==> src/rtl/synth_calc_pkg.sv <==
package synth_calc_pkg;
  typedef enum logic [1:0] {
    ST_IDLE,
    ST_QDIV,
    ST_LOG,
    ST_NDIV
  } calc_state_e;
endpackage

==> src/rtl/int_div_restoring.sv <==
module int_div_restoring #(
  parameter int W = 16
) (
  input  logic         clk_i,
  input  logic         rst_ni,
  input  logic         start_i,
  input  logic [W-1:0] dividend_i,
  input  logic [W-1:0] divisor_i,
  output logic         done_o,
  output logic [W-1:0] quot_o
);
  localparam int CW = $clog2(W + 1);

  logic [W-1:0]  rem_q, quo_q, dvs_q;
  logic [CW-1:0] cnt_q;
  logic          busy_q, done_q;
  logic [W:0]    trial;
  logic          ge;
  logic [W-1:0]  diff;

  assign trial = {rem_q, quo_q[W-1]};
  assign ge    = trial[W] | (trial[W-1:0] >= dvs_q);
  // true difference is below dvs_q, so modulo-2^W subtraction is exact
  assign diff  = trial[W-1:0] - dvs_q;

  always_ff @(posedge clk_i or negedge rst_ni) begin
    if (!rst_ni) begin
      rem_q  <= '0;
      quo_q  <= '0;
      dvs_q  <= '0;
      cnt_q  <= '0;
      busy_q <= 1'b0;
      done_q <= 1'b0;
    end else begin
      done_q <= 1'b0;
      if (start_i) begin
        rem_q  <= '0;
        quo_q  <= dividend_i;
        dvs_q  <= divisor_i;
        cnt_q  <= CW'(W);
        busy_q <= 1'b1;
      end else if (busy_q) begin
        rem_q <= ge ? diff : trial[W-1:0];
        quo_q <= {quo_q[W-2:0], ge};
        cnt_q <= cnt_q - 1'b1;
        if (cnt_q == CW'(1)) begin
          busy_q <= 1'b0;
          done_q <= 1'b1;
        end
      end
    end
  end

  assign done_o = done_q;
  assign quot_o = quo_q;


  rem_below_divisor_chk: assert property (@(posedge clk_i) disable iff (!rst_ni)
    done_o |-> (rem_q < dvs_q));
endmodule

==> src/rtl/floor_log2_iter.sv <==
module floor_log2_iter #(
  parameter int W = 16
) (
  input  logic          clk_i,
  input  logic          rst_ni,
  input  logic          start_i,
  input  logic [W-1:0]  value_i,
  output logic          done_o,
  output logic [$clog2(W)-1:0] exp_o
);
  localparam int EW = $clog2(W);

  logic [W-1:0]  x_q;
  logic [EW-1:0] cnt_q;
  logic          busy_q, done_q;

  always_ff @(posedge clk_i or negedge rst_ni) begin
    if (!rst_ni) begin
      x_q    <= '0;
      cnt_q  <= '0;
      busy_q <= 1'b0;
      done_q <= 1'b0;
    end else begin
      done_q <= 1'b0;
      if (start_i) begin
        x_q    <= value_i;
        cnt_q  <= '0;
        busy_q <= 1'b1;
      end else if (busy_q) begin
        if (x_q > W'(1)) begin
          x_q   <= x_q >> 1;
          cnt_q <= cnt_q + 1'b1;
        end else begin
          busy_q <= 1'b0;
          done_q <= 1'b1;
        end
      end
    end
  end

  assign done_o = done_q;
  assign exp_o  = cnt_q;


  shift_step_chk: assert property (@(posedge clk_i) disable iff (!rst_ni)
    (busy_q && !start_i && x_q > W'(1)) |=> (cnt_q == $past(cnt_q) + 1'b1));
endmodule

==> src/rtl/synth_int_calc.sv <==
module synth_int_calc
  import synth_calc_pkg::*;
#(
  parameter int LO_MAX    = 5400,
  parameter int REF_MHZ   = 50,
  parameter int VCO_SPLIT = 3200,
  parameter int FW        = 13,
  parameter int DW        = 16,
  parameter int EW        = $clog2(DW)
) (
  input  logic          clk_i,
  input  logic          rst_ni,
  input  logic          start_i,
  input  logic [FW-1:0] lo_mhz_i,
  output logic          busy_o,
  output logic          done_o,
  output logic          err_o,
  output logic [EW-1:0] n_lo_o,
  output logic [DW-1:0] lodiv_o,
  output logic [DW-1:0] fvco_o,
  output logic [2:0]    fbkdiv_o,
  output logic [1:0]    presc_o,
  output logic [1:0]    pump_o,
  output logic [DW-1:0] n_o,
  output logic [DW-1:0] tune_o,
  output logic [DW-1:0] frac_hi_o,
  output logic [7:0]    frac_lo_o
);
  calc_state_e   state_q;
  logic [FW-1:0] lo_q;
  logic [EW-1:0] n_lo_q;
  logic [DW-1:0] lodiv_q, fvco_q, n_q;
  logic [2:0]    fbk_q;
  logic [1:0]    pump_q;
  logic          done_q, err_q;

  logic          req_ok;
  logic          div_start, div_done;
  logic [DW-1:0] div_dvd, div_dvs, div_quot;
  logic          log_start, log_done;
  logic [EW-1:0] log_exp;
  logic [DW-1:0] fvco_w;
  logic          hi_band;

  assign req_ok    = (lo_mhz_i != '0) && (int'(lo_mhz_i) <= LO_MAX);
  assign fvco_w    = DW'(lo_q) << log_exp;
  assign hi_band   = fvco_w > DW'(VCO_SPLIT);

  assign div_start = ((state_q == ST_IDLE) && start_i && req_ok) ||
                     ((state_q == ST_LOG) && log_done);
  assign div_dvd   = (state_q == ST_IDLE) ? DW'(LO_MAX)
                   : (hi_band ? (fvco_w >> 2) : (fvco_w >> 1));
  assign div_dvs   = (state_q == ST_IDLE) ? DW'(lo_mhz_i) : DW'(REF_MHZ);
  assign log_start = (state_q == ST_QDIV) && div_done;

  int_div_restoring #(.W(DW)) i_div (
    .clk_i      (clk_i),
    .rst_ni     (rst_ni),
    .start_i    (div_start),
    .dividend_i (div_dvd),
    .divisor_i  (div_dvs),
    .done_o     (div_done),
    .quot_o     (div_quot)
  );

  floor_log2_iter #(.W(DW)) i_log (
    .clk_i   (clk_i),
    .rst_ni  (rst_ni),
    .start_i (log_start),
    .value_i (div_quot),
    .done_o  (log_done),
    .exp_o   (log_exp)
  );

  always_ff @(posedge clk_i or negedge rst_ni) begin
    if (!rst_ni) begin
      state_q <= ST_IDLE;
      lo_q    <= '0;
      n_lo_q  <= '0;
      lodiv_q <= '0;
      fvco_q  <= '0;
      fbk_q   <= '0;
      pump_q  <= '0;
      n_q     <= '0;
      done_q  <= 1'b0;
      err_q   <= 1'b0;
    end else begin
      done_q <= 1'b0;
      err_q  <= 1'b0;
      unique case (state_q)
        ST_IDLE: if (start_i) begin
          if (req_ok) begin
            lo_q    <= lo_mhz_i;
            state_q <= ST_QDIV;
          end else begin
            err_q <= 1'b1;
          end
        end
        ST_QDIV: if (div_done) state_q <= ST_LOG;
        ST_LOG: if (log_done) begin
          n_lo_q  <= log_exp;
          lodiv_q <= DW'(1) << log_exp;
          fvco_q  <= fvco_w;
          fbk_q   <= hi_band ? 3'd4 : 3'd2;
          pump_q  <= hi_band ? 2'd3 : 2'd2;
          state_q <= ST_NDIV;
        end
        ST_NDIV: if (div_done) begin
          n_q     <= div_quot;
          done_q  <= 1'b1;
          state_q <= ST_IDLE;
        end
        default: state_q <= ST_IDLE;
      endcase
    end
  end

  assign busy_o    = (state_q != ST_IDLE);
  assign done_o    = done_q;
  assign err_o     = err_q;
  assign n_lo_o    = n_lo_q;
  assign lodiv_o   = lodiv_q;
  assign fvco_o    = fvco_q;
  assign fbkdiv_o  = fbk_q;
  assign presc_o   = fbk_q[2:1];
  assign pump_o    = pump_q;
  assign n_o       = n_q;
  assign tune_o    = (DW'(REF_MHZ) * n_q * DW'(fbk_q)) >> n_lo_q;
  assign frac_hi_o = '0;
  assign frac_lo_o = '0;


  fvco_product_chk: assert property (@(posedge clk_i) disable iff (!rst_ni)
    done_o |-> (fvco_o == DW'(lo_q) * lodiv_o));

  pump_band_chk: assert property (@(posedge clk_i) disable iff (!rst_ni)
    done_o |-> ((fvco_o > DW'(VCO_SPLIT)) == (pump_o == 2'd3)));

  n_bracket_chk: assert property (@(posedge clk_i) disable iff (!rst_ni)
    done_o |-> ((n_o * DW'(fbkdiv_o) * DW'(REF_MHZ) <= fvco_o) &&
                ((n_o + 1'b1) * DW'(fbkdiv_o) * DW'(REF_MHZ) > fvco_o)));

  err_exclusive_chk: assert property (@(posedge clk_i) disable iff (!rst_ni)
    err_o |-> (!done_o && !busy_o && $stable(n_o) && $stable(fvco_o)));

  done_pulse_chk: assert property (@(posedge clk_i) disable iff (!rst_ni)
    done_o |-> (!busy_o ##1 !done_o));

  busy_hold_chk: assert property (@(posedge clk_i) disable iff (!rst_ni)
    (busy_o && start_i) |=> $stable(lo_q));
endmodule

==> config.mk <==
export PLATFORM = sky130hd
export DESIGN_NAME = synth_int_calc
export DESIGN_NICKNAME = d
export VERILOG_FILES = /design/src/rtl/synth_calc_pkg.sv /design/src/rtl/int_div_restoring.sv /design/src/rtl/floor_log2_iter.sv /design/src/rtl/synth_int_calc.sv
export SDC_FILE = /design/constraint.sdc
export NUM_CORES = 1
export LEC_CHECK = 0
export BUFFER_PORTS_ARGS = -buffer_cell sky130_fd_sc_hd__buf_4
export CAP_MARGIN = 20
export CORE_AREA = 2 2 133 135
export CTS_CLUSTER_DIAMETER = 60
export DETAILED_ROUTE_END_ITERATION = 10
export DIE_AREA = 0 0 135 137
export PLACE_DENSITY_LB_ADDON = 0.08
export REMOVE_ABC_BUFFERS = 1
export SLEW_MARGIN = 20
export SYNTH_ARGS = -nofsm -noshare
export SYNTH_HDL_FRONTEND = slang
export SYNTH_SLANG_ARGS = --single-unit
==> constraint.sdc <==
create_clock -name clk_i -period 7.7 [get_ports clk_i]
set_input_delay 1.155 -clock clk_i [delete_from_list [all_inputs] [get_ports clk_i]]
set_output_delay 1.155 -clock clk_i [all_outputs]
set_load 0.03 [all_outputs]
==> flow_summary.yaml <==
floorplanning:
  core_um2: 17100
  rows: 48
  initial_utilization_pct: 59.1
  io_pins: 118
  die_area_um2: 18500
  fp.dieW_um: 135
  die_y_um: 137
timing:
  fmax_mhz: 141
  hold_viol: 0
  setup_viol: 0
  clock_skew_ps: 10.4
  setup_slack_ps: 594
  finalSetupTns_ps: 0
  rsz0062_at_grt: "no"
  drv_slew: 0
  slew_headroom_pct: 30.6
  period_minus_slack_ps: 7110
  post-route-period-util_pct: 92.3
  worst_slew_pin_slew_ps: 1040
route:
  via_count: 7922
  ant_nets: 0
  wl_per_cell_um: 16.7
  firstDrtPassIters: 5
  drtIter0Drc: 472
  wl_um: 22700
  vias_per_cell: 5.83
  drc: 0
pwr:
  power_density_nw_per_um2: 349
  pwr-share-seq_pct: 30.4
  internal_power_mw: 2.30
  power_mw: 3.95
  p_leak_nw: 5.41
  p_sw_share_pct: 41.7
  pwr-share-comb_pct: 48.9
  p_clk_share_pct: 20.7
  power_switching_mw: 1.65
  ir_worst_vdd_uv: 284
clock_network:
  post_cts_resized: 0
  cts_htree_levels: 4
  clk_path_buf_depth: 2
  cts_root_buf: "clkbuf_16"
  clkLatencyLatePin_ps: 430
  post_cts.repair.setup_buffers: 0
  cts_tree: "built"
  postCtsHoldBufs: 0
  cts_sinks: 145
  clk_pin_slew_worst_paths_ps: 60
  numCtsBuffers: 17
critical_path:
  path_delay_family: "adder cells"
  critPathLaunchType: "flop"
  crit_type: "flop to primary output"
  crit_buf_inv: 1
  cpMaxStageDelayCell: "xnor2_1"
  cp.required_ps: 6550
  crit_fanout: 7
  slowest_delay_ps: 490
  crit_chain: "ha_1 -> ha_1 -> fa_1 -> ha_1 -> a21o_1 -> a211oi_2 -> nor2_1 -> o41ai_4 -> xnor2_1 -> and2_1 -> ha_1 -> ha_1 -> a21oi_1 -> nand2_1 -> a31oi_1 -> a221oi_1 -> xor2_1 -> xnor2_1 -> xnor2_1 -> a211oi_1 -> a221o_1 -> buf_4"
  endpoint_kind: "primary output"
  critPathMostFrequentCell: "ha_1"
  crit_arrival_ps: 5950
hold_path:
  hold_class: "flop to flop"
final_layout:
  layout.cells.non_filler: 1359
  nNetsFinal: 1225
  antennaDiodeCount: 0
  areaGrowthSynthToFinish_pct: 12.4
  drive_above_1_share_pct: 17.5
  fin_area_um2: 11300
  final_common_cell: "dfrtp_1"
  layout_common_cells: "dfrtp_1 (145), buf_4 (98), nor2_1 (82), o21ai_0 (80), nand2_1 (79)"
global_route:
  grt_pass1_wl_um: 37800
  grt_pass1_vias: 7556
  met1_usage_pct: 32.8
  gr-usage-met3_pct: 3.52
  top_usage_layer: "met2"
  antenna_found_initial: 0
  met2_usage_pct: 45.0
  grt_max_degree: 75
  grt_usage_pct: 25.7
  overflow: 0
synth:
  synth-main-ff-cell: "dfrtp_1"
  synth_seq_cells: 145
  syn-instance-count: 1060
  synth_area_um2: 10100
  synth_edf_count: 0
  synth-seq-area-share_pct: 36.0
  async_reset_ff_share_pct: 100
  yosysUniqueCellTypes: 78
  avgSynthCellArea_um2: 9.50
  yosysWarnings: 0
placement:
  io_buffers: 92
  place_area_um2: 10700
  place_ws_ps: 1080
  gp_congestion: 0.861
  post-place-cells: 1327
  dp_hpwl_um: 16600
flow_run:
  maxCapViolations: 0
status:
  status: "complete, no violations"
-- state kept, by name (all words and copies together) (netlist names) --
signal	flops
fvco_o	16
i_div.quot_o	16
i_div.rem_q	16
lodiv_o	16
n_o	16
i_log.x_q	15
i_div.dvs_q	13
lo_q	13
i_div.cnt_q	5
i_log.exp_o	4
n_lo_o	4
pump_o	2
state_q	2
done_o	1
err_o	1
fbkdiv_o	1
i_div.busy_q	1
i_div.done_o	1
i_log.busy_q	1
i_log.done_o	1
-- power groups by stage --
stage / sequential, mW / clock [mW] / combinational, mW
after floorplan: 1.22 / 0 / 1.42
after global placement: 1.20 / 0 / 1.89
after detailed placement: 1.21 / 0 / 1.92
after CTS: 1.20 / 0.827 / 1.94
after global routing: 1.24 / 0.859 / 2.18
final: 1.20 / 0.817 / 1.93
-- cell type report --
class | instances | area, um2
Clock buffer | 18 | 429
Clock inverter | 14 | 154
Fill cell | 1469 | 5730
Inverter | 52 | 196
Multi-Input combinational cell | 806 | 5890
Sequential cell | 145 | 3630
Tap cell | 225 | 282
Timing Repair Buffer | 99 | 747
-- metal layers --
metal | vias to the layer above | share of wire [%]
met5 | - | 0
met4 | 0 | 2.2
met3 | 32 | 4.1
met2 | 206 | 49
met1 | 3819 | 44
li1 | 3865 | -
-- final timing paths --
check / depth (start not counted) / start / slack, ps / endpoint
setup / recovery: 22 / n_o[2] / 590 / tune_o[6]
hold / removal: 1 / pump_o[1] / 470 / pump_o[1]
setup reg to reg: 9 / i_log.exp_o[1] / 4110 / i_div.quot_o[4]
hold reg to reg: 1 / pump_o[1] / 470 / pump_o[1]
max in group asynchronous: 2 / rst_ni / 5620 / lodiv_o[0]
min in group asynchronous: 1 / rst_ni / 710 / i_div.rem_q[0]
-- worst reg2reg max path, delay by kind of cell (launching register included) --
kind | cells | cell delay [ps]
simple gates | 2 | 400
compound gates | 3 | 810
flops | 1 | 960
mux | 3 | 1220
buf+inv | 1 | 100
-- per-stage QoR --
stage	util [%]	hold slack, ps
detailed placement	63.0	454
finish	66.4	471
global route	66.4	488
floorplan	-	443
global placement	63.0	451
CTS	66.4	472
-- Yosys cell counts, types with 9 or more instances --
cell type	n	area, um2
a211oi_1	20	150
a21o_1	10	75.1
a21oi_1	50	250
a22o_1	16	140
and2_1	28	175
buf_4	30	225
clkbuf_1	40	150
dfrtp_1	145	3630
fa_1	10	200
ha_1	78	976
inv_1	48	180
mux2_2	40	450
mux2i_1	51	510
nand2_1	80	300
nand2b_1	15	93.8
nand3_1	23	115
nor2_1	82	308
nor2b_1	10	62.6
nor3_1	16	80.1
nor4_1	12	75.1
o21ai_0	80	400
o21ai_1	10	50.1
o22ai_1	9	56.3
xnor2_1	26	228
xor2_1	12	105
-- cells by family after synthesis --
family | share of synthesized area (%)
and+or+nand+nor | 14.0
AOI/OAI and AO/OA | 17.0
DFF | 36.0
buffers and inverters | 6.48
muxes | 11.4
adders and majority gates | 11.7
xor gates and xnor gates | 3.30
other | 0.0372
No activity file was read; power rests on OpenSTA's default activity.
